--- src/rtl/sjmp_pkg.sv ---
package sjmp_pkg;
  localparam logic [2:0] MISC_JUMP    = 3'b010;
  localparam logic [2:0] COND_SGN_CLR = 3'b110;
  localparam logic [2:0] COND_SGN_SET = 3'b001;
endpackage

--- src/rtl/sjmp_sign_ff.sv ---
module sjmp_sign_ff #(
  parameter int BT_W    = 5,
  parameter int SIGN_BT = 16
) (
  input  logic            clk_i,
  input  logic            rst_ni,
  input  logic [BT_W-1:0] bit_time_i,
  input  logic            alu_sign_i,
  output logic            sign_o
);
  logic cap;
  assign cap = (bit_time_i == BT_W'(SIGN_BT));

  always_ff @(posedge clk_i or negedge rst_ni) begin
    if (!rst_ni)  sign_o <= 1'b0;
    else if (cap) sign_o <= alu_sign_i;
  end
endmodule

--- src/rtl/sjmp_cond.sv ---
module sjmp_cond
  import sjmp_pkg::*;
(
  input  logic [2:0] misc_i,
  input  logic [2:0] cond_i,
  input  logic       sign_i,
  input  logic       at_load_i,
  output logic       branch_o,
  output logic       pc_load_o
);
  logic cond_true;
  logic is_jump;

  always_comb begin
    case (cond_i)
      COND_SGN_CLR: cond_true = ~sign_i;
      COND_SGN_SET: cond_true = sign_i;
      default:      cond_true = 1'b0;
    endcase
  end

  assign is_jump   = (misc_i == MISC_JUMP);
  // jump suppresses the microcode branch and retargets the test to the PC
  assign branch_o  = cond_true & ~is_jump;
  assign pc_load_o = cond_true & is_jump & at_load_i;
endmodule

--- src/rtl/sjmp_pc.sv ---
module sjmp_pc #(
  parameter int PC_W = 10
) (
  input  logic            clk_i,
  input  logic            rst_ni,
  input  logic            load_i,
  input  logic [PC_W-1:0] addr_i,
  output logic [PC_W-1:0] pc_o
);
  always_ff @(posedge clk_i or negedge rst_ni) begin
    if (!rst_ni)     pc_o <= '0;
    else if (load_i) pc_o <= addr_i;
  end
endmodule

--- src/rtl/sjmp_unit.sv ---
module sjmp_unit #(
  parameter int PC_W    = 10,
  parameter int SIGN_BT = 16,
  parameter int LOAD_BT = 17,
  localparam int BT_W   = $clog2(LOAD_BT + 1)
) (
  input  logic            clk_i,
  input  logic            rst_ni,
  input  logic [2:0]      misc_i,
  input  logic [2:0]      cond_i,
  input  logic            alu_sign_i,
  input  logic [BT_W-1:0] bit_time_i,
  input  logic [PC_W-1:0] addr_i,
  output logic            branch_o,
  output logic            pc_load_o,
  output logic [PC_W-1:0] pc_o
);
  logic sign_q;
  logic at_load;

  assign at_load = (bit_time_i == BT_W'(LOAD_BT));

  sjmp_sign_ff #(.BT_W(BT_W), .SIGN_BT(SIGN_BT)) u_sign (
    .clk_i      (clk_i),
    .rst_ni     (rst_ni),
    .bit_time_i (bit_time_i),
    .alu_sign_i (alu_sign_i),
    .sign_o     (sign_q)
  );

  sjmp_cond u_cond (
    .misc_i    (misc_i),
    .cond_i    (cond_i),
    .sign_i    (sign_q),
    .at_load_i (at_load),
    .branch_o  (branch_o),
    .pc_load_o (pc_load_o)
  );

  sjmp_pc #(.PC_W(PC_W)) u_pc (
    .clk_i  (clk_i),
    .rst_ni (rst_ni),
    .load_i (pc_load_o),
    .addr_i (addr_i),
    .pc_o   (pc_o)
  );
endmodule

--- config.mk ---
export PLATFORM = sky130hd
export DESIGN_NAME = sjmp_unit
export DESIGN_NICKNAME = d
export VERILOG_FILES = /design/src/rtl/sjmp_pkg.sv /design/src/rtl/sjmp_sign_ff.sv /design/src/rtl/sjmp_cond.sv /design/src/rtl/sjmp_pc.sv /design/src/rtl/sjmp_unit.sv
export SDC_FILE = /design/constraint.sdc
export NUM_CORES = 1
export LEC_CHECK = 0
export CORE_AREA = 2 2 39 41
export CTS_CLUSTER_SIZE = 16
export DETAILED_ROUTE_END_ITERATION = 8
export DIE_AREA = 0 0 41 43
export DONT_BUFFER_PORTS = 1
export PLACE_DENSITY = 0.56
export SETUP_SLACK_MARGIN = 0.05
export SLEW_MARGIN = 20
export SYNTH_ARGS = -nofsm -noshare
export SYNTH_HDL_FRONTEND = slang
export SYNTH_SLANG_ARGS = --single-unit
--- constraint.sdc ---
create_clock -name clk_i -period 2 [get_ports clk_i]
set_input_delay 0.3 -clock clk_i [delete_from_list [all_inputs] [get_ports clk_i]]
set_output_delay 0.3 -clock clk_i [all_outputs]
set_load 0.02 [all_outputs]
# == Yosys cells after proc, flatten, opt, wreduce, memory -nomap -nowiden ==
# Cells that the tools add are included.
# op_classes
eq_ne,5
n_mux,1
n_bitwise,5
# op_table
cell,n
equality test 5 bit (second input constant),2
AND 1 bit,3
equality test 3 x 1 -> 1 bit (second input constant),1
equality test 3 x 2 -> 1 bit (second input constant),1
equality test 3 bit (second input constant),1
inverter 1 bit,2
case mux 1 bit (2 select lines),1
# word_totals
regBits,11
inputBits,24

# == Longest topological paths before layout ==
# Gate-level depths: netlist (run 1).
# depth
word_depth,4
depth_mapped,4
ltp_nobuf,3

# == Cells and area by module ==
# Synthesis (run 1) repeated with hierarchy kept, for this count alone.
# hier_totals
cells_unflattened,33
hier_area_um2,534.3
# by_module_without_submodules
mod,instances,cells_each,area_per_inst_um2,seq_area_each_um2
sjmp_pc,1,21,411.6,250.2
sjmp_sign_ff,1,4,55.1,25.0
sjmp_cond,1,6,51.3,0.0
sjmp_unit,1,2,16.3,0.0

# == Least setup slack after synthesis (run 1) ==
# OpenSTA, ideal clock, no wires.
# synth_path
path_type,flip-flop to output port
from,register u_sign.sign_o
to,output pc_load_o
arrival_ps,1124
setup_slack_ps,576
stages_incl_launch_ff,5
n_path_buf,1
path_cell_list,dfrtp_1 and4bb_1 o2111ai_2 buf_6 inv_1
# synth_between
elab_chain_cells,4
# synth_rtl
element,line_no,rtl
"start, declared",sjmp_sign_ff.sv:9,output logic sign_o
"start signal, assigned",sjmp_sign_ff.sv:16,else if (cap) sign_o <= alu_sign_i;
inverter 1 bit,sjmp_cond.sv:16,COND_SGN_CLR: cond_true = ~sign_i;
case mux 1 bit (2 select lines) (*),sjmp_cond.sv:15,case (cond_i)
AND 1 bit (*) (2 in a row),sjmp_cond.sv:25,assign pc_load_o = cond_true & is_jump & at_load_i;
"end, declared",sjmp_unit.sv:15,"output logic pc_load_o,"
# Mark *: on every way between the ends. The rest lies on a longest branch, timed or not.

# == Worst setup path after layout (run 1) ==
# Ends and elaborated chain as after synthesis.

==> results_dict.tcl, run 1 <==
set metrics [dict create \
    status "completed" \
    ys_ff_latch 11 \
    clock-skew-final_ns 0.00673 \
    vdd_drop_max_v 0.000505 \
    grt_max_degree 12 \
    synth_area_per_cell_um2 16.8 \
    grt_remaining_overflow 0 \
    achievable-frequency_ghz 0.567 \
    synthesis.area_um2 538 \
    netlist-cell-type-count 12 \
    core_outline_area_um2 1380 \
    synth_top_cell_area_share_pct 51.2 \
    io_buffers 0 \
    finalCoreUtilization_pct 42.7 \
    std_cell_rows 14 \
    ctsLongestPathBuffers 2 \
    route.detailed.wl_per_inst_um 17.8 \
    gp_routability_congestion 0.530 \
    global_route_usage_sum_pct 12.9 \
    slowest_stage "sky130_fd_sc_hd__dfrtp_1" \
    flow.area_growth_from_synthesis_pct 9.77 \
    initialDrtViolationCount 3 \
    cts_tree "built" \
    setup_total_neg_slack_ns 0 \
    timing.critical_path.slowest_cell_delay_ns 0.38 \
    ctsHtreeMaxLevel 1 \
    final_cells 53 \
    post_synth_inst_count 32 \
    cts-resized-gates 0 \
    synth_sequential_area_ratio_pct 51.2 \
    top_ports 36 \
    cts-buffers-inserted 3 \
    cp.arrival_ns 1.46 \
    detail_route.vias_per_cell 5.53 \
    initial_antenna_violation_count 0 \
    critPathTopFamily "flip-flops" \
    numClockSinks 11 \
    post-route-drc-count 0 \
    synth_area_leader_cell "sky130_fd_sc_hd__dfrtp_1" \
    timing.hold.worst.class "input pin to flip-flop" \
    cp.required_ns 1.70 \
    worstPathMaxFanout 6 \
    first_global_vias 337 \
    drt_pass1_iterations 2 \
    antenna_left 0 \
    totalWireLength_um 943 \
    timing.critical_path.from_type "flip-flop" \
    final_common_cell "sky130_fd_sc_hd__dfrtp_1" \
    worst-path-buf-inv 1 \
    yosysWarnings 0 \
    timing_worst_setup_path_type "flip-flop to primary output" \
    post_synth_main_area_contributors "sky130_fd_sc_hd__dfrtp_1 51%, sky130_fd_sc_hd__mux2_4 25%, sky130_fd_sc_hd__nor4b_4 4.4%" \
    cp-end-kind "primary output" \
    drv.max_cap_violation_count 0 \
    layout_common_cells "11 x sky130_fd_sc_hd__dfrtp_1, 9 x sky130_fd_sc_hd__mux2_4, 3 x sky130_fd_sc_hd__clkbuf_4, 2 x sky130_fd_sc_hd__nor2_1, 2 x sky130_fd_sc_hd__mux2_2" \
    initial_util_pct 38.9 \
    clk-insertion-delay-late_ns 0.26 \
    rsz0062_at_grt "false" \
    placed_instance_count 48 \
    hold_viol_final 0 \
    design.die.area_um2 1760 \
    grt_pass1_wl_um 1420 \
    clkSlewWorstSetupHoldPaths_ns 0.07 \
    p_leak_nw 0.309 \
    die_height_um 43 \
    powerDensity_nw_per_um2 697 \
    finalNetCount 62 \
    routed_vias 293 \
    period_needed_ns 1.76 \
    postSynthNetCount 56 \
    maxSlewHeadroom_pct 68.2 \
    fill_cells 130 \
    crit_path_cell_trace "and4bb_1, o2111ai_2, inv_1" \
    setup_viol 0 \
    layout_worst_path_cycle_share_pct 88.2 \
    die_w_um 41 \
    worst-slew-pin-transition_ns 0.476 \
    insertedDiodeCount 0 \
    timing_max_transition_violations_final 0 \
    final_layout_size_suffix_gt1_share_pct 51.4 \
    cts-root-buf "sky130_fd_sc_hd__clkbuf_4" \
]
## where the power goes
group | internal, mW | switching (mW)
Clock | 0.0771 | 0.0684
Combinational | 0.0159 | 0.0110
Sequential | 0.230 | 0.00908
## cells by family after synthesis
group / after synthesis / synth area share [%]
mux: 11 / 29.3
flops: 11 / 51.2
buf+inv: 2 / 2.79
compound gates: 1 / 2.79
simple gates: 7 / 14.0
## stage by stage
| step | area (um2) | power [mW] | hold WS, ns | setup slack [ns] |
|---|---|---|---|---|
| global placement | 554 | 0.264 | 0.00463 | 0.360 |
| finish | 591 | 0.412 | 0.176 | 0.236 |
| floorplan | 538 | 0.262 | 0.00441 | 0.576 |
| global route | 591 | 0.440 | 0.158 | 0.138 |
| CTS | 591 | 0.419 | 0.167 | 0.210 |
| detailed placement | 554 | 0.266 | 0.00461 | 0.332 |
## cell usage after synthesis, drive strengths merged
cell type	instances
nor2	2
buf	1
nor2b	1
dfrtp	11
nor4b	1
o2111ai	1
and4bb	2
inv	1
mux2	11
nor3b	1
## state kept, by name (all words and copies together) (netlist names)
signal	count
u_sign.sign_o	1
u_pc.pc_o	10
## worst paths after layout
kind	startpoint	endpoint	slack (ns)	depth (start not counted)
setup / recovery	u_sign.sign_o	pc_load_o	0.24	3
hold / removal	addr_i[4]	u_pc.pc_o[4]	0.18	1
setup reg to reg	u_sign.sign_o	u_pc.pc_o[5]	0.33	4
hold reg to reg	u_sign.sign_o	u_sign.sign_o	0.53	1
max in group asynchronous	rst_ni	u_pc.pc_o[8]	1.25	1
min in group asynchronous	rst_ni	u_pc.pc_o[3]	0.42	1
## per-layer routing
layer  part of all wire [%]  GRT usage (%)  wire length, um
met1                     31           10.1              293
met2                     52           20.9              492
met3                     17           12.6              157
met4                      0           4.00                0
met5                      0              0                0
## cell type report
| class | instances | area [um2] | share of cell area, % |
|---|---|---|---|
| clock buffers | 4 | 26.3 | 4.45 |
| multi-input cells | 19 | 248 | 41.9 |
| well taps | 16 | 20.0 | 3.39 |
| flip-flops and latches | 11 | 275 | 46.6 |
| inverters | 1 | 3.75 | 0.636 |
| repair buffers | 2 | 17.5 | 2.97 |
## timing repair
item / 4_1_cts / 5_1_grt
setup buffers: 0 / 0
hold buffers: 1 / 0
endpoints found under the hold margin: 11 / 0
(Power assumes the default switching activity.)
==> run 2, diff against run 1 <==
--- a/config.mk
+++ b/config.mk
@@ -10,7 +10,7 @@
 export DETAILED_ROUTE_END_ITERATION = 8
 export DIE_AREA = 0 0 41 43
 export DONT_BUFFER_PORTS = 1
-export PLACE_DENSITY = 0.56
+export PLACE_DENSITY = 0.58
 export SETUP_SLACK_MARGIN = 0.05
 export SLEW_MARGIN = 20
 export SYNTH_ARGS = -nofsm -noshare
==> constraint.sdc (replaced) <==
create_clock -name clk_i -period 1.6 [get_ports clk_i]
set_input_delay 0.24 -clock clk_i [delete_from_list [all_inputs] [get_ports clk_i]]
set_output_delay 0.24 -clock clk_i [all_outputs]
set_load 0.02 [all_outputs]
==> results_dict.tcl, run 2 (synthesis results as in run 1) <==
set metrics [dict create \
    status "finished, violations left" \
    violations_in_the_final_reports "setup timing" \
    worst-slew-pin-transition_ns 0.487 \
    finalHoldWorstSlack_ns 0.120 \
    critPathTopFamily "flip-flops" \
    layout_common_cells "11 x sky130_fd_sc_hd__dfrtp_1, 10 x sky130_fd_sc_hd__mux2_4, 5 x sky130_fd_sc_hd__buf_4, 3 x sky130_fd_sc_hd__clkbuf_4" \
    cp.required_ns 1.36 \
    largest_reg_flops 10 \
    cts_tree "built" \
    global_route_usage_sum_pct 13.5 \
    top_ports 36 \
    initial_util_pct 38.9 \
    period_needed_ns 1.66 \
    grt_max_degree 12 \
    flow.area_growth_from_synthesis_pct 21.2 \
    placed_instance_count 50 \
    timing.hold.worst.class "input pin to flip-flop" \
    io_buffers 0 \
    insertedDiodeCount 0 \
    routed_vias 303 \
    detail_route.vias_per_cell 5.14 \
    cts-buffers-inserted 3 \
    final_layout_size_suffix_gt1_share_pct 65.1 \
    gp_routability_congestion 0.514 \
    slowest_stage "sky130_fd_sc_hd__dfrtp_1" \
    die_height_um 43 \
    route.detailed.wl_per_inst_um 17.2 \
    crit_path_cell_trace "and4bb_1, o2111ai_2, buf_6, inv_2, buf_6" \
    biggestRegsByFlops "u_pc.pc_o x10, u_sign.sign_o x1" \
    p_leak_nw 0.343 \
    std_cell_rows 14 \
    worst-path-buf-inv 3 \
    design.die.area_um2 1760 \
    worstPathMaxFanout 3 \
    drt-met1-wl_um 342 \
    cts-root-buf "sky130_fd_sc_hd__clkbuf_4" \
    place.detailed.hpwl_um 801 \
    initial_antenna_violation_count 0 \
    uppermost_metal_layer_occupied_by_signal_nets "met3" \
    timing_worst_setup_path_type "flip-flop to primary output" \
    finalNetCount 68 \
    timing_max_transition_violations_final 0 \
    post-route-drc-count 0 \
    core_outline_area_um2 1380 \
    regMostFlops "u_pc.pc_o" \
    final_common_cell "sky130_fd_sc_hd__dfrtp_1" \
    rsz0062_at_grt "true" \
    antenna_left 0 \
    worst_slack_setup_final_ns -0.0575 \
    met2WireLength_um 583 \
    grt_remaining_overflow 0 \
    ctsHtreeMaxLevel 1 \
    ctsLongestPathBuffers 2 \
    totalWireLength_um 1010 \
    drt_pass1_iterations 3 \
    clock-skew-final_ns 0.00110 \
    cp-end-kind "primary output" \
    first_global_vias 358 \
    vdd_drop_max_v 0.000371 \
    grt_pass1_wl_um 1540 \
    initialDrtViolationCount 3 \
    final_cells 59 \
    clkSlewWorstSetupHoldPaths_ns 0.07 \
    die_w_um 41 \
    setup_viol 1 \
    layout_worst_path_cycle_share_pct 104 \
    achievable-frequency_ghz 0.603 \
    powerDensity_nw_per_um2 826 \
    clk-insertion-delay-late_ns 0.26 \
    timing.critical_path.slowest_cell_delay_ns 0.39 \
    hold_viol_final 0 \
    met3_wirelength_um 88 \
    maxSlewHeadroom_pct 67.4 \
    drv.max_cap_violation_count 0 \
    numClockSinks 11 \
    timing.critical_path.from_type "flip-flop" \
    cp.arrival_ns 1.42 \
    critical_path.most_common_cell "sky130_fd_sc_hd__buf_6" \
    report.power.total_uw 538 \
]
==> run 2: cell count changes in the layout (fill, tap and decap cells not counted), sizes merged <==
cell  before  now
buf        1    7
==> run 2: repair_timing <==
item,4_1_cts,5_1_grt
hold buffers,1,0
pin swaps,3,3
resized for setup,6,1
endpoints found under the hold margin,11,0
setup endpoints to repair,2,12
setup buffers,3,2
==> run 2: final cells by class <==
cell class              count  area, um2
repair buffers              8       70.1
well taps                  16       20.0
multi-input cells          19        256
clock buffers               4       26.3
inverters                   1       3.75
flip-flops and latches     11        275
fillers                   129        732
==> run 2: per-layer routing <==
metal | track usage [%] | vias to the layer above
met5 | 0 | -
met4 | 8.00 | 0
met3 | 5.24 | 0
met2 | 20.6 | 17
met1 | 15.2 | 147
li1 | - | 139
==> run 2: path summary, 6_finish.rpt <==
check	start	to	slack, ns	cells past startpoint
max	u_sign.sign_o	pc_load_o	-0.06	5
min	addr_i[1]	u_pc.pc_o[1]	0.12	1
max reg2reg	u_sign.sign_o	u_pc.pc_o[6]	0.02	5
min reg2reg	u_pc.pc_o[5]	u_pc.pc_o[5]	0.67	1
max in group asynchronous	rst_ni	u_pc.pc_o[3]	0.90	1
min in group asynchronous	rst_ni	u_sign.sign_o	0.37	1
==> run 2: metrics by stage <==
step	util, %	area [um2]	TNS [ns]	setup slack [ns]
final	47.1	652	-0.0575	-0.0575
after global routing	47.1	652	-0.342	-0.124
after CTS	46.7	646	-0.0631	-0.0631
after detailed placement	41.1	569	0	0.136
after global placement	41.1	569	0	0.192
after floorplan	-	538	0	0.212
==> run 2: worst register-to-register path: stages (launching register included) <==
cell                        delay, ns
sky130_fd_sc_hd__dfrtp_1         0.39
sky130_fd_sc_hd__and4bb_1        0.31
sky130_fd_sc_hd__o2111ai_2       0.16
sky130_fd_sc_hd__buf_6           0.15
sky130_fd_sc_hd__buf_4           0.16
sky130_fd_sc_hd__mux2_4          0.30
==> run 2: power by group <==
part           total (mW)  switching (mW)  internal [mW]
clock               0.183          0.0865         0.0964
sequential          0.300          0.0121          0.288
combinational      0.0555          0.0197         0.0359
total               0.538           0.118          0.420
==> run 3, diff against run 2 <==
--- a/config.mk
+++ b/config.mk
@@ -12,6 +12,7 @@
 export DONT_BUFFER_PORTS = 1
 export PLACE_DENSITY = 0.58
 export SETUP_SLACK_MARGIN = 0.05
+export SKIP_CTS_REPAIR_TIMING = 1
 export SLEW_MARGIN = 20
 export SYNTH_ARGS = -nofsm -noshare
 export SYNTH_HDL_FRONTEND = slang
==> results_dict.tcl, run 3 (synthesis results as in run 1) <==
set metrics [dict create \
    initial_antenna_violation_count 0 \
    flow.area_growth_from_synthesis_pct 22.8 \
    detail_route.vias_per_cell 5.17 \
    fill_cells 129 \
    global_route_usage_sum_pct 13.0 \
    met3_wirelength_um 86 \
    placed_instance_count 50 \
    place.detailed.hpwl_um 801 \
    ctsHtreeMaxLevel 1 \
    cts_tree "built" \
    cts-buffers-inserted 3 \
    final_design_area_no_fill_um2 661 \
    crit_path_cell_trace "and4bb_2, o2111ai_4, buf_6, inv_2, buf_6" \
    storage_cell_area_um2 275 \
    cp-end-kind "primary output" \
    timing.critical_path.from_type "flip-flop" \
    drt_pass1_iterations 3 \
    met2WireLength_um 553 \
    layout_common_cells "11 x sky130_fd_sc_hd__dfrtp_1, 9 x sky130_fd_sc_hd__mux2_4, 4 x sky130_fd_sc_hd__buf_4, 3 x sky130_fd_sc_hd__clkbuf_4, 3 x sky130_fd_sc_hd__buf_6" \
    violations_in_the_final_reports "setup timing" \
    setup_total_neg_slack_ns -0.0580 \
    worst-slew-pin-transition_ns 0.491 \
    finalNetCount 68 \
    final_layout_size_suffix_gt1_share_pct 65.1 \
    clk-insertion-delay-late_ns 0.26 \
    setup_viol 1 \
    slowest_stage "sky130_fd_sc_hd__dfrtp_1" \
    antenna_left 0 \
    die_w_um 41 \
    first_global_vias 344 \
    uppermost_metal_layer_occupied_by_signal_nets "met3" \
    timing.critical_path.slowest_cell_delay_ns 0.39 \
    post-route-drc-count 0 \
    grt_max_degree 12 \
    clock-skew-final_ns 0.00184 \
    largest_reg_flops 10 \
    critical_path.most_common_cell "sky130_fd_sc_hd__buf_6" \
    biggestRegsByFlops "u_pc.pc_o x10, u_sign.sign_o x1" \
    io_buffers 0 \
    post_dp_cell_area_um2 569 \
    worst-path-buf-inv 3 \
    regMostFlops "u_pc.pc_o" \
    design.die.area_um2 1760 \
    worst_slack_setup_final_ns -0.0580 \
    cp.required_ns 1.36 \
    powerDensity_nw_per_um2 786 \
    status "finished, violations left" \
    top_ports 36 \
    initial_util_pct 38.9 \
    critPathTopFamily "flip-flops" \
    achievable-frequency_ghz 0.603 \
    timing.hold.worst.class "input pin to flip-flop" \
    numClockSinks 11 \
    drv.max_cap_violation_count 0 \
    routed_vias 305 \
    die_height_um 43 \
    std_cell_rows 14 \
    gp_routability_congestion 0.514 \
    final_common_cell "sky130_fd_sc_hd__dfrtp_1" \
    layout_worst_path_cycle_share_pct 104 \
    hold_viol_final 0 \
    totalWireLength_um 982 \
    worstPathMaxFanout 4 \
    vdd_drop_max_v 0.000368 \
    initialDrtViolationCount 1 \
    period_needed_ns 1.66 \
    rsz0062_at_grt "true" \
    timing_max_transition_violations_final 0 \
    maxSlewHeadroom_pct 67.2 \
    cp.arrival_ns 1.42 \
    p_leak_nw 0.335 \
    grt_remaining_overflow 0 \
    insertedDiodeCount 0 \
    cts-root-buf "sky130_fd_sc_hd__clkbuf_4" \
    drt-met1-wl_um 342 \
    clkSlewWorstSetupHoldPaths_ns 0.07 \
    route.detailed.wl_per_inst_um 16.6 \
    grt_pass1_wl_um 1480 \
    core_outline_area_um2 1380 \
    timing_worst_setup_path_type "flip-flop to primary output" \
    multi_input_area_um2 262 \
    ctsLongestPathBuffers 2 \
    final_cells 59 \
]
-- run 3: cell type report --
class / instances / area share, %
timing repair buffer: 8 / 11.2
inverter: 1 / 0.568
clock buffer: 4 / 3.98
sequential: 11 / 41.7
tap: 16 / 3.03
multi-input combinational: 19 / 39.6
-- run 3: per-layer routing --
layer | up-vias | global-route usage [%]
met5 | - | 0
met1 | 150 | 14.1
li1 | 138 | -
met3 | 0 | 5.24
met2 | 17 | 20.0
met4 | 0 | 8.00
-- run 3: power by group --
group / total, mW / internal [mW] / switching [mW]
sequential: 0.300 / 0.288 / 0.0116
clock: 0.183 / 0.0964 / 0.0865
combinational: 0.0370 / 0.0206 / 0.0164
-- run 3: worst paths after layout --
path / start / to / slack [ns] / cells past startpoint
setup / recovery: u_sign.sign_o / pc_load_o / -0.06 / 5
hold reg to reg: u_sign.sign_o / u_sign.sign_o / 0.54 / 1
setup reg to reg: u_sign.sign_o / u_pc.pc_o[9] / 0.04 / 5
min in group asynchronous: rst_ni / u_sign.sign_o / 0.37 / 1
hold / removal: addr_i[1] / u_pc.pc_o[1] / 0.12 / 1
max in group asynchronous: rst_ni / u_pc.pc_o[3] / 0.90 / 1
-- run 3: per-stage QoR --
| step | hold slack, ns | total power [mW] | util, % | worst slack (ns) |
|---|---|---|---|---|
| after floorplan | -0.0556 | 0.328 | - | 0.212 |
| after global placement | -0.0554 | 0.331 | 41.1 | 0.192 |
| after detailed placement | -0.0554 | 0.333 | 41.1 | 0.136 |
| after CTS | -0.345 | 0.520 | 43.0 | -0.155 |
| after global routing | 0.104 | 0.548 | 47.7 | -0.125 |
| final | 0.119 | 0.520 | 47.7 | -0.0580 |
